### src/rtl/refsched_pkg.sv
package refsched_pkg;

  // strobes from control to datapath
  typedef struct packed {
    logic ldCode;   // capture returned rate code
    logic advBank;  // step rotation pointer
    logic rstBank;  // restart rotation at bank 0
    logic incMiss;  // one more missed tick
    logic clrMiss;  // clear missed-tick count
  } dpCtl_t;

  typedef enum logic [1:0] {
    ST_IDLE = 2'd0,
    ST_BANK = 2'd1,
    ST_ALL  = 2'd2
  } reqState_e;

endpackage

### src/rtl/refsched_dp.sv
module refsched_dp
  import refsched_pkg::*;
#(
  parameter int NUM_BANKS   = 8,
  parameter int CODE_W      = 3,
  parameter int CNT_W       = 16,
  parameter int POLL_PERIOD = 16000,
  parameter int LIM_W       = 4,
  parameter int RESET_CODE  = 3,
  parameter logic [(1<<CODE_W)-1:0][CNT_W-1:0] RATE_TABLE = '0,
  localparam int BANK_W = (NUM_BANKS > 1) ? $clog2(NUM_BANKS) : 1,
  localparam int POLL_W = (POLL_PERIOD > 1) ? $clog2(POLL_PERIOD) : 1
) (
  input  logic              clk,
  input  logic              rstN,
  input  dpCtl_t            ctl,
  input  logic [CODE_W-1:0] mrCode,
  input  logic [LIM_W-1:0]  overdueLimit,
  output logic              tick,
  output logic              pollTick,
  output logic              missAtLimit,
  output logic [BANK_W-1:0] bankPtr,
  output logic [CODE_W-1:0] activeCode
);

  localparam logic [BANK_W-1:0] LAST_BANK  = BANK_W'(NUM_BANKS - 1);
  localparam logic [POLL_W-1:0] POLL_LOAD  = POLL_W'(POLL_PERIOD - 1);
  localparam logic [CODE_W-1:0] START_CODE = CODE_W'(RESET_CODE);

  function automatic logic [CNT_W-1:0] reloadOf(input logic [CODE_W-1:0] c);
    return RATE_TABLE[c] - CNT_W'(1);
  endfunction

  logic [CNT_W-1:0]  intCnt;
  logic [POLL_W-1:0] pollCnt;
  logic [CODE_W-1:0] pendCode;
  logic [LIM_W-1:0]  missCnt;

  assign tick        = (intCnt == '0);
  assign pollTick    = (pollCnt == '0);
  assign missAtLimit = (missCnt >= overdueLimit);

  // interval counter; code switch happens only on reload
  always_ff @(posedge clk or negedge rstN) begin
    if (!rstN) begin
      intCnt     <= reloadOf(START_CODE);
      activeCode <= START_CODE;
    end else if (tick) begin
      intCnt     <= reloadOf(pendCode);
      activeCode <= pendCode;
    end else begin
      intCnt     <= intCnt - CNT_W'(1);
    end
  end

  // status-register poll timer
  always_ff @(posedge clk or negedge rstN) begin
    if (!rstN)         pollCnt <= POLL_LOAD;
    else if (pollTick) pollCnt <= POLL_LOAD;
    else               pollCnt <= pollCnt - POLL_W'(1);
  end

  always_ff @(posedge clk or negedge rstN) begin
    if (!rstN)           pendCode <= START_CODE;
    else if (ctl.ldCode) pendCode <= mrCode;
  end

  always_ff @(posedge clk or negedge rstN) begin
    if (!rstN)                  bankPtr <= '0;
    else if (ctl.rstBank)       bankPtr <= '0;
    else if (ctl.advBank)       bankPtr <= (bankPtr == LAST_BANK) ? '0 : bankPtr + BANK_W'(1);
  end

  always_ff @(posedge clk or negedge rstN) begin
    if (!rstN)            missCnt <= '0;
    else if (ctl.clrMiss) missCnt <= '0;
    else if (ctl.incMiss) missCnt <= missCnt + LIM_W'(1);
  end


  bank_range_chk: assert property (@(posedge clk) disable iff (!rstN)
    bankPtr <= LAST_BANK);


  code_hold_chk: assert property (@(posedge clk) disable iff (!rstN)
    !tick |=> $stable(activeCode));

endmodule

### src/rtl/refsched_ctrl.sv
module refsched_ctrl
  import refsched_pkg::*;
(
  input  logic   clk,
  input  logic   rstN,
  input  logic   tick,
  input  logic   pollTick,
  input  logic   missAtLimit,
  input  logic   refGnt,
  input  logic   mrAck,
  output dpCtl_t ctl,
  output logic   refReq,
  output logic   refAllBank,
  output logic   mrReq,
  output logic   overdue
);

  reqState_e st, stNext;
  logic      escalate;

  always_comb begin
    stNext     = st;
    ctl        = '0;
    escalate   = 1'b0;
    ctl.ldCode = mrReq & mrAck;
    case (st)
      ST_IDLE: begin
        if (tick) stNext = ST_BANK;
      end
      ST_BANK: begin
        if (refGnt) begin
          ctl.advBank = 1'b1;
          ctl.clrMiss = 1'b1;
          stNext      = tick ? ST_BANK : ST_IDLE;
        end else if (tick) begin
          if (missAtLimit) begin
            stNext      = ST_ALL;
            ctl.clrMiss = 1'b1;
            escalate    = 1'b1;
          end else begin
            ctl.incMiss = 1'b1;
          end
        end
      end
      ST_ALL: begin
        if (refGnt) begin
          ctl.rstBank = 1'b1;
          ctl.clrMiss = 1'b1;
          stNext      = tick ? ST_BANK : ST_IDLE;
        end
      end
      default: stNext = ST_IDLE;
    endcase
  end

  always_ff @(posedge clk or negedge rstN) begin
    if (!rstN) begin
      st      <= ST_IDLE;
      overdue <= 1'b0;
      mrReq   <= 1'b0;
    end else begin
      st      <= stNext;
      overdue <= overdue | escalate;
      if (pollTick)   mrReq <= 1'b1;
      else if (mrAck) mrReq <= 1'b0;
    end
  end

  assign refReq     = (st != ST_IDLE);
  assign refAllBank = (st == ST_ALL);


  req_hold_chk: assert property (@(posedge clk) disable iff (!rstN)
    refReq && !refGnt |=> refReq);


  mr_hold_chk: assert property (@(posedge clk) disable iff (!rstN)
    mrReq && !mrAck |=> mrReq);


  overdue_sticky_chk: assert property (@(posedge clk) disable iff (!rstN)
    overdue |=> overdue);


  all_bank_flag_chk: assert property (@(posedge clk) disable iff (!rstN)
    refAllBank |-> overdue);

endmodule

### src/rtl/refresh_sched.sv
module refresh_sched
  import refsched_pkg::*;
#(
  parameter int NUM_BANKS   = 8,
  parameter int CODE_W      = 3,
  parameter int CNT_W       = 16,
  parameter int POLL_PERIOD = 16000,
  parameter int LIM_W       = 4,
  parameter int RESET_CODE  = 3,
  // per-bank interval in cycles, indexed by rate code (code 7 hottest)
  parameter logic [(1<<CODE_W)-1:0][CNT_W-1:0] RATE_TABLE =
    {16'd360, 16'd540, 16'd720, 16'd1080, 16'd1440, 16'd2160, 16'd2880, 16'd3600},
  localparam int BANK_W = (NUM_BANKS > 1) ? $clog2(NUM_BANKS) : 1
) (
  input  logic              clk,
  input  logic              rstN,
  input  logic              refGnt,
  input  logic              mrAck,
  input  logic [CODE_W-1:0] mrCode,
  input  logic [LIM_W-1:0]  overdueLimit,
  output logic              refReq,
  output logic              refAllBank,
  output logic [BANK_W-1:0] refBank,
  output logic              mrReq,
  output logic              overdue,
  output logic [CODE_W-1:0] rateCode
);

  dpCtl_t ctl;
  logic   tick, pollTick, missAtLimit;

  refsched_ctrl ctrl_i (
    .clk        (clk),
    .rstN       (rstN),
    .tick       (tick),
    .pollTick   (pollTick),
    .missAtLimit(missAtLimit),
    .refGnt     (refGnt),
    .mrAck      (mrAck),
    .ctl        (ctl),
    .refReq     (refReq),
    .refAllBank (refAllBank),
    .mrReq      (mrReq),
    .overdue    (overdue)
  );

  refsched_dp #(
    .NUM_BANKS  (NUM_BANKS),
    .CODE_W     (CODE_W),
    .CNT_W      (CNT_W),
    .POLL_PERIOD(POLL_PERIOD),
    .LIM_W      (LIM_W),
    .RESET_CODE (RESET_CODE),
    .RATE_TABLE (RATE_TABLE)
  ) dp_i (
    .clk         (clk),
    .rstN        (rstN),
    .ctl         (ctl),
    .mrCode      (mrCode),
    .overdueLimit(overdueLimit),
    .tick        (tick),
    .pollTick    (pollTick),
    .missAtLimit (missAtLimit),
    .bankPtr     (refBank),
    .activeCode  (rateCode)
  );


  bank_stable_chk: assert property (@(posedge clk) disable iff (!rstN)
    refReq && !refGnt |=> $stable(refBank));


  rotation_restart_chk: assert property (@(posedge clk) disable iff (!rstN)
    refAllBank && refGnt |=> refBank == '0);

endmodule

### config.mk
export PLATFORM = sky130hd
export DESIGN_NAME = refresh_sched
export DESIGN_NICKNAME = d
export VERILOG_FILES = /design/src/rtl/refsched_pkg.sv /design/src/rtl/refsched_dp.sv /design/src/rtl/refsched_ctrl.sv /design/src/rtl/refresh_sched.sv
export SDC_FILE = /design/constraint.sdc
export NUM_CORES = 1
export LEC_CHECK = 0
export ABC_AREA = 1
export BUFFER_PORTS_ARGS = -buffer_cell sky130_fd_sc_hd__buf_2
export CORE_UTILIZATION = 60
export CTS_CLUSTER_SIZE = 8
export DETAILED_ROUTE_END_ITERATION = 16
export PLACE_DENSITY = 0.84
export SLEW_MARGIN = 20
export SYNTH_ARGS = -nofsm -noshare
export SYNTH_HDL_FRONTEND = slang
export SYNTH_SLANG_ARGS = --single-unit
### constraint.sdc
create_clock -name clk -period 3.8 [get_ports clk]
set_clock_uncertainty 0.15 [all_clocks]
set_input_delay 0.19 -clock clk [delete_from_list [all_inputs] [get_ports clk]]
set_output_delay 0.19 -clock clk [all_outputs]
set_load 0.01 [all_outputs]
* After elaboration in Yosys (flattened, before gate mapping)
Memories as Yosys holds them, arrays and structs flattened.
Index checks and enable logic that the tools add are counted.
** Word-level totals
- Flip-flop bits (word level) :: 47
- Memory bits (read-only) :: 128
- Memories kept :: 1
** Operators by class
- Add/subtract/negate cells :: 5
- Magnitude comparators :: 2
- Eq/ne operators :: 7
- Multiplexer cells :: 30
- Bitwise logic cells :: 2
- Reductions and logical operators :: 8
** Memories
- (no name shown) :: depth 8, bits a word 16, read ports 1, clocked after memory_dff 0, wr ports 0, line refsched_dp.sv:31 : return RATE_TABLE[c] - CNT_W'(1);
** Operators with widths (number)
- $mux 16 :: 2
- $sub 16x1->16 const B :: 2
- $logic_not 16->1 :: 1
- $logic_not 14->1 :: 1
- $mux 1 :: 14
- $mux 14 :: 1
- $sub 14x1->14 const B :: 1
- $mux 2 :: 6
- $mux 3 :: 3
- $mux 4 :: 2
- $reduce_bool 2->1 :: 4
- $ne 3x2->1 const B :: 2
- $pmux 2 s3 :: 1
- $add 4x1->4 const B :: 1
- $ge 4x4->1 :: 1
- $lt 3x4->1 const B :: 1
- $reduce_and 4->1 :: 1
- $add 3x1->3 const B :: 1
- $eq 3x3->1 const B :: 1
- $eq 2x1->1 const B :: 1
- $eq 2x2->1 const B :: 1
- $logic_not 2->1 :: 1
- $ne 2x1->1 const B :: 1
- $ne 2x2->1 const B :: 1
- 3 further kinds :: 3

* Logic depth before layout (Yosys ltp)
- Depth after elaboration :: 7
- Depth in mapped cells :: 14
- Depth with buffers taken out :: 14

* By module
A second synthesis with hierarchy kept.
** Second synthesis, totals
- Cell total of the unflattened synthesis :: 389
- Area, all modules :: 3041.7 µm²
** Modules (own cells, without submodules)
- refsched_dp :: instances 1, cells each 344, area each 2705.1 µm²
- refsched_ctrl :: instances 1, cells each 45, area each 336.6 µm²

* Worst setup path after synthesis
No wires, ideal clock.
- Path type :: flip-flop to flip-flop
- From :: register dp_i.pendCode[0]
- To :: register dp_i.intCnt[13]
- Setup time :: 0.117 ns
- Arrival :: 1.783 ns
- Data required time :: 3.533 ns
- Setup slack :: 1.750 ns
- Cell stages (with the launch flop) :: 13
- Path buffers :: 0
- Clock period less this slack :: 2.050 ns
- Cells stage by stage :: dfstp_2 inv_1 ha_1 nand2_1 o21ai_0 nand3_1 nand2_1 nor2_1 nand2_1 nor2_1 nand2_1 nand2_1 nand2_1
** On the way
- Word-level cells in the longest chain between the ends :: 4
** Ends and longest elaborated chain
- from (decl) :: line refsched_dp.sv:36 : logic [CODE_W-1:0] pendCode;
- from (signal assigned) :: line refsched_dp.sv:65 : else if (ctl.ldCode) pendCode <= mrCode;
- $mem_v2 8x16
- $mux 16 (not written as such) :: line refsched_dp.sv:31
- $sub 16x1->16 :: line refsched_dp.sv:31
- $mux 16 :: line refsched_dp.sv:48 : end else if (tick) begin
- to (signal assigned) :: line refsched_dp.sv:46 : intCnt <= reloadOf(START_CODE);
- to (signal assigned) :: line refsched_dp.sv:49 : intCnt <= reloadOf(pendCode);
- to (signal assigned) :: line refsched_dp.sv:52 : intCnt <= intCnt - CNT_W'(1);
- to (decl) :: line refsched_dp.sv:34 : logic [CNT_W-1:0] intCnt;
Every way passes these cells. The select of a mux whose other input is x is not followed.
A chain may end at the register's enable or synchronous reset.

* Final worst setup path
- From :: register dp_i.pendCode[0]
- To :: register dp_i.intCnt[15]
Same word-level chain as after synthesis.

==> impl_metrics.toml <==
[status]
status = "finished, final reports clean"

[cts]
cts_buffers = 5
path_clk_slew_ns = 0.09
clock_latency_ns = 0.30
clock-sinks = 47
clock-root-buffer = "clkbuf_8"
cts_tree = "yes"
cts-resized-gates = 0
cts_buffer_depth = 2
cts.htree.levels = 2

[placement]
io_buffers = 20
place_congestion = 0.974
placed_area_um2 = 3140
dp_hpwl_mm = 4.35
post-place-ws_ns = 1.54

[final_layout]
syn2layout_area_growth_pct = 10.1
design_area_um2 = 3260
final_cell_mix = "102 x nand2_1, 57 x inv_1, 43 x nor2_1, 24 x dfstp_2"
num_antenna_cells = 0
final_util_pct = 69.1
drive_gt1_share_pct = 18.8
fin_nets = 442
final_common_cell = "nand2_1"

[detailed_routing]
via_per_inst = 5.25
drt-initial-drc-count = 136
ant_nets = 0
dr.pass1.iters = 4
routed_wl_mm = 5.81
dr_total_vias = 2524
wl_per_cell_um = 12.1
drc = 0

[sta]
setup_slack_ns = 1.50
timing.slew.headroom_pct = 61.6
post-route-period-util_pct = 60.6
setup_viol = 0
final_hold_viol_count = 0
finalCriticalPeriod_ns = 2.30
worst_pin_slew_ns = 0.577
fmax_mhz = 434
rsz0062_at_grt = "false"
slew_violations = 0
fin_tns_setup_ns = 0

[global_routing]
grt_max_degree = 48
grt_pass1_wl_mm = 10.2
globalRouteMet1Util_pct = 28.6
top_usage_layer = "met2"
track_usage_pct = 24.6
met3_usage_pct = 3.75
grt_overflow_total = 0
grt_pass1_vias = 2518
grt.met2_usage_pct = 45.4
antenna_found_initial = 0

[setup_path]
r2r_start = "dp_i.pendCode[0]"
crit_path_start_kind = "register"
crit_fanout = 6
path_buf_inv = 1
arrival_ns = 2.35
cpMaxStageDelayCell = "dfstp_2"
cpPeakStageDelay_ns = 0.57
critPathLaunch = "dp_i.pendCode[0]"
crit_top_cell = "nand2_1"
crit_required_ns = 3.85
worstSetupPathType = "register to register"
worst_setup_path_end_kind = "register"
path_cells = "inv_1, ha_1, nand2_1, o21ai_0, nand3_1, nand2_1, nor2_1, nand2_1, nor2_1, nand2_1, nand2_1, nand2_1"
crit_family = "simple AND/OR/NAND/NOR gates"

[logic_synthesis]
avgSynthCellArea_um2 = 7.72
synth_seq_area_share_pct = 40.7
syn_inst = 384
ys_ff_latch = 47
ys_types = 31
synth_nets = 413
netlist_area_um2 = 2960
ys_warn_count = 0

[floorplanning]
dieArea_um2 = 5230
core_um2 = 4720
die_w_um = 72.3
die_h_um = 72.3
rows = 25
start_util_pct = 62.8
pin_count = 21

[power_and_ir_drop]
leakage_nw = 1.73
p_per_area_nw_per_um2 = 274
irDropWorstVdd_uv = 247
power_w = 0.000895

[run]
max-cap-violations = 0

[min_path]
min-delay-start = "mrCode[2]"
min_path_type = "primary input to register"
## final cells by class
cell class	instances	area, um^2
inverter	60	225
fill	368	1460
clock buffer	7	86.3
timing repair buffer	23	133
multi-input combinational	276	1520
sequential	47	1210
tap	67	83.8
clock inverter	1	8.76
## kinds of logic after synthesis
family	after synthesis	synth area share, %
buffers and inverters	61	7.98
AND/OR/NAND/NOR	211	33.6
XOR/XNOR	11	3.25
adder cells (fa/ha/maj)	18	7.60
AO/OA/AOI/OAI	36	6.88
flip-flops	47	40.7
## final timing paths
kind                               endpoint  slack, ns  cells after the start
max                         dp_i.intCnt[15]       1.50                     12
min in group asynchronous    dp_i.intCnt[5]       0.28                      2
min                        dp_i.pendCode[2]       0.01                      3
min reg2reg                 dp_i.pollCnt[0]       0.32                      1
max in group asynchronous   dp_i.pollCnt[4]       2.82                      2
max reg2reg                 dp_i.intCnt[15]       1.50                     12
## where the power goes
group,leakage (nW),total [W],switching [W],internal [W]
logic,1.13,0.0000626,0.0000401,0.0000225
registers,0.553,0.000513,0.00000578,0.000507
clock network,0.0484,0.000319,0.000170,0.000149
## per-layer routing
layer	up-vias	share of wire (%)
met5	-	0
met4	0	1.6
li1	1268	-
met1	1198	46
met2	48	49
met3	10	3.3
## sequential cells by signal (all words and copies together), names as in the netlist
signal and count:
ctrl_i.mrReq 1, ctrl_i.overdue 1, ctrl_i.st 2, dp_i.activeCode 3
dp_i.bankPtr 3, dp_i.intCnt 16, dp_i.missCnt 4, dp_i.pendCode 3
dp_i.pollCnt 14
## worst min-delay path, cell delays in order
cell and delay [ns]:
buf_2 0.08, nor2_1 0.04, a21oi_1 0.11
## cell usage after synthesis
cell type | count | share of area (%)
ha_1 | 18 | 7.6
inv_2 | 3 | 0.38
nor2_2 | 4 | 0.84
o21ai_0 | 20 | 3.4
nor2_4 | 7 | 2.7
xor2_1 | 10 | 3.0
nand4_1 | 9 | 1.9
nand2_1 | 102 | 13
nand2_2 | 8 | 1.7
o21ai_2 | 1 | 0.30
o22ai_1 | 1 | 0.21
a21o_1 | 1 | 0.25
xnor2_1 | 1 | 0.30
dfrtp_1 | 23 | 19
nand2_4 | 1 | 0.38
nand3_1 | 23 | 3.9
nor2_1 | 43 | 5.4
and3_1 | 1 | 0.21
nand3b_1 | 6 | 1.5
nor2_8 | 1 | 0.68
o21bai_1 | 1 | 0.25
o41ai_1 | 1 | 0.30
dfstp_2 | 24 | 21
buf_6 | 1 | 0.38
a32o_1 | 2 | 0.68
a21oi_1 | 9 | 1.5
nand3_2 | 1 | 0.34
nand4_2 | 1 | 0.42
nor3_1 | 3 | 0.51
nor4_1 | 1 | 0.21
inv_1 | 57 | 7.2
## through the flow
| step | hold WS, ns | std cells |
|---|---|---|
| 6_report | 0.0137 | 481 |
| 5_1_grt | 0.0195 | 481 |
| 4_1_cts | 0.000604 | 481 |
| 3_5_place_dp | 0.264 | 470 |
| 3_3_place_gp | 0.248 | 470 |
| 2_1_floorplan | -0.256 | 384 |
## repair_timing
item,4_1_cts,5_1_grt
endpoints found under the hold margin,25,0
setup buffers,0,0
setup endpoints to repair,0,0
hold buffers,3,0
No activity file was read; power rests on OpenSTA's default activity.
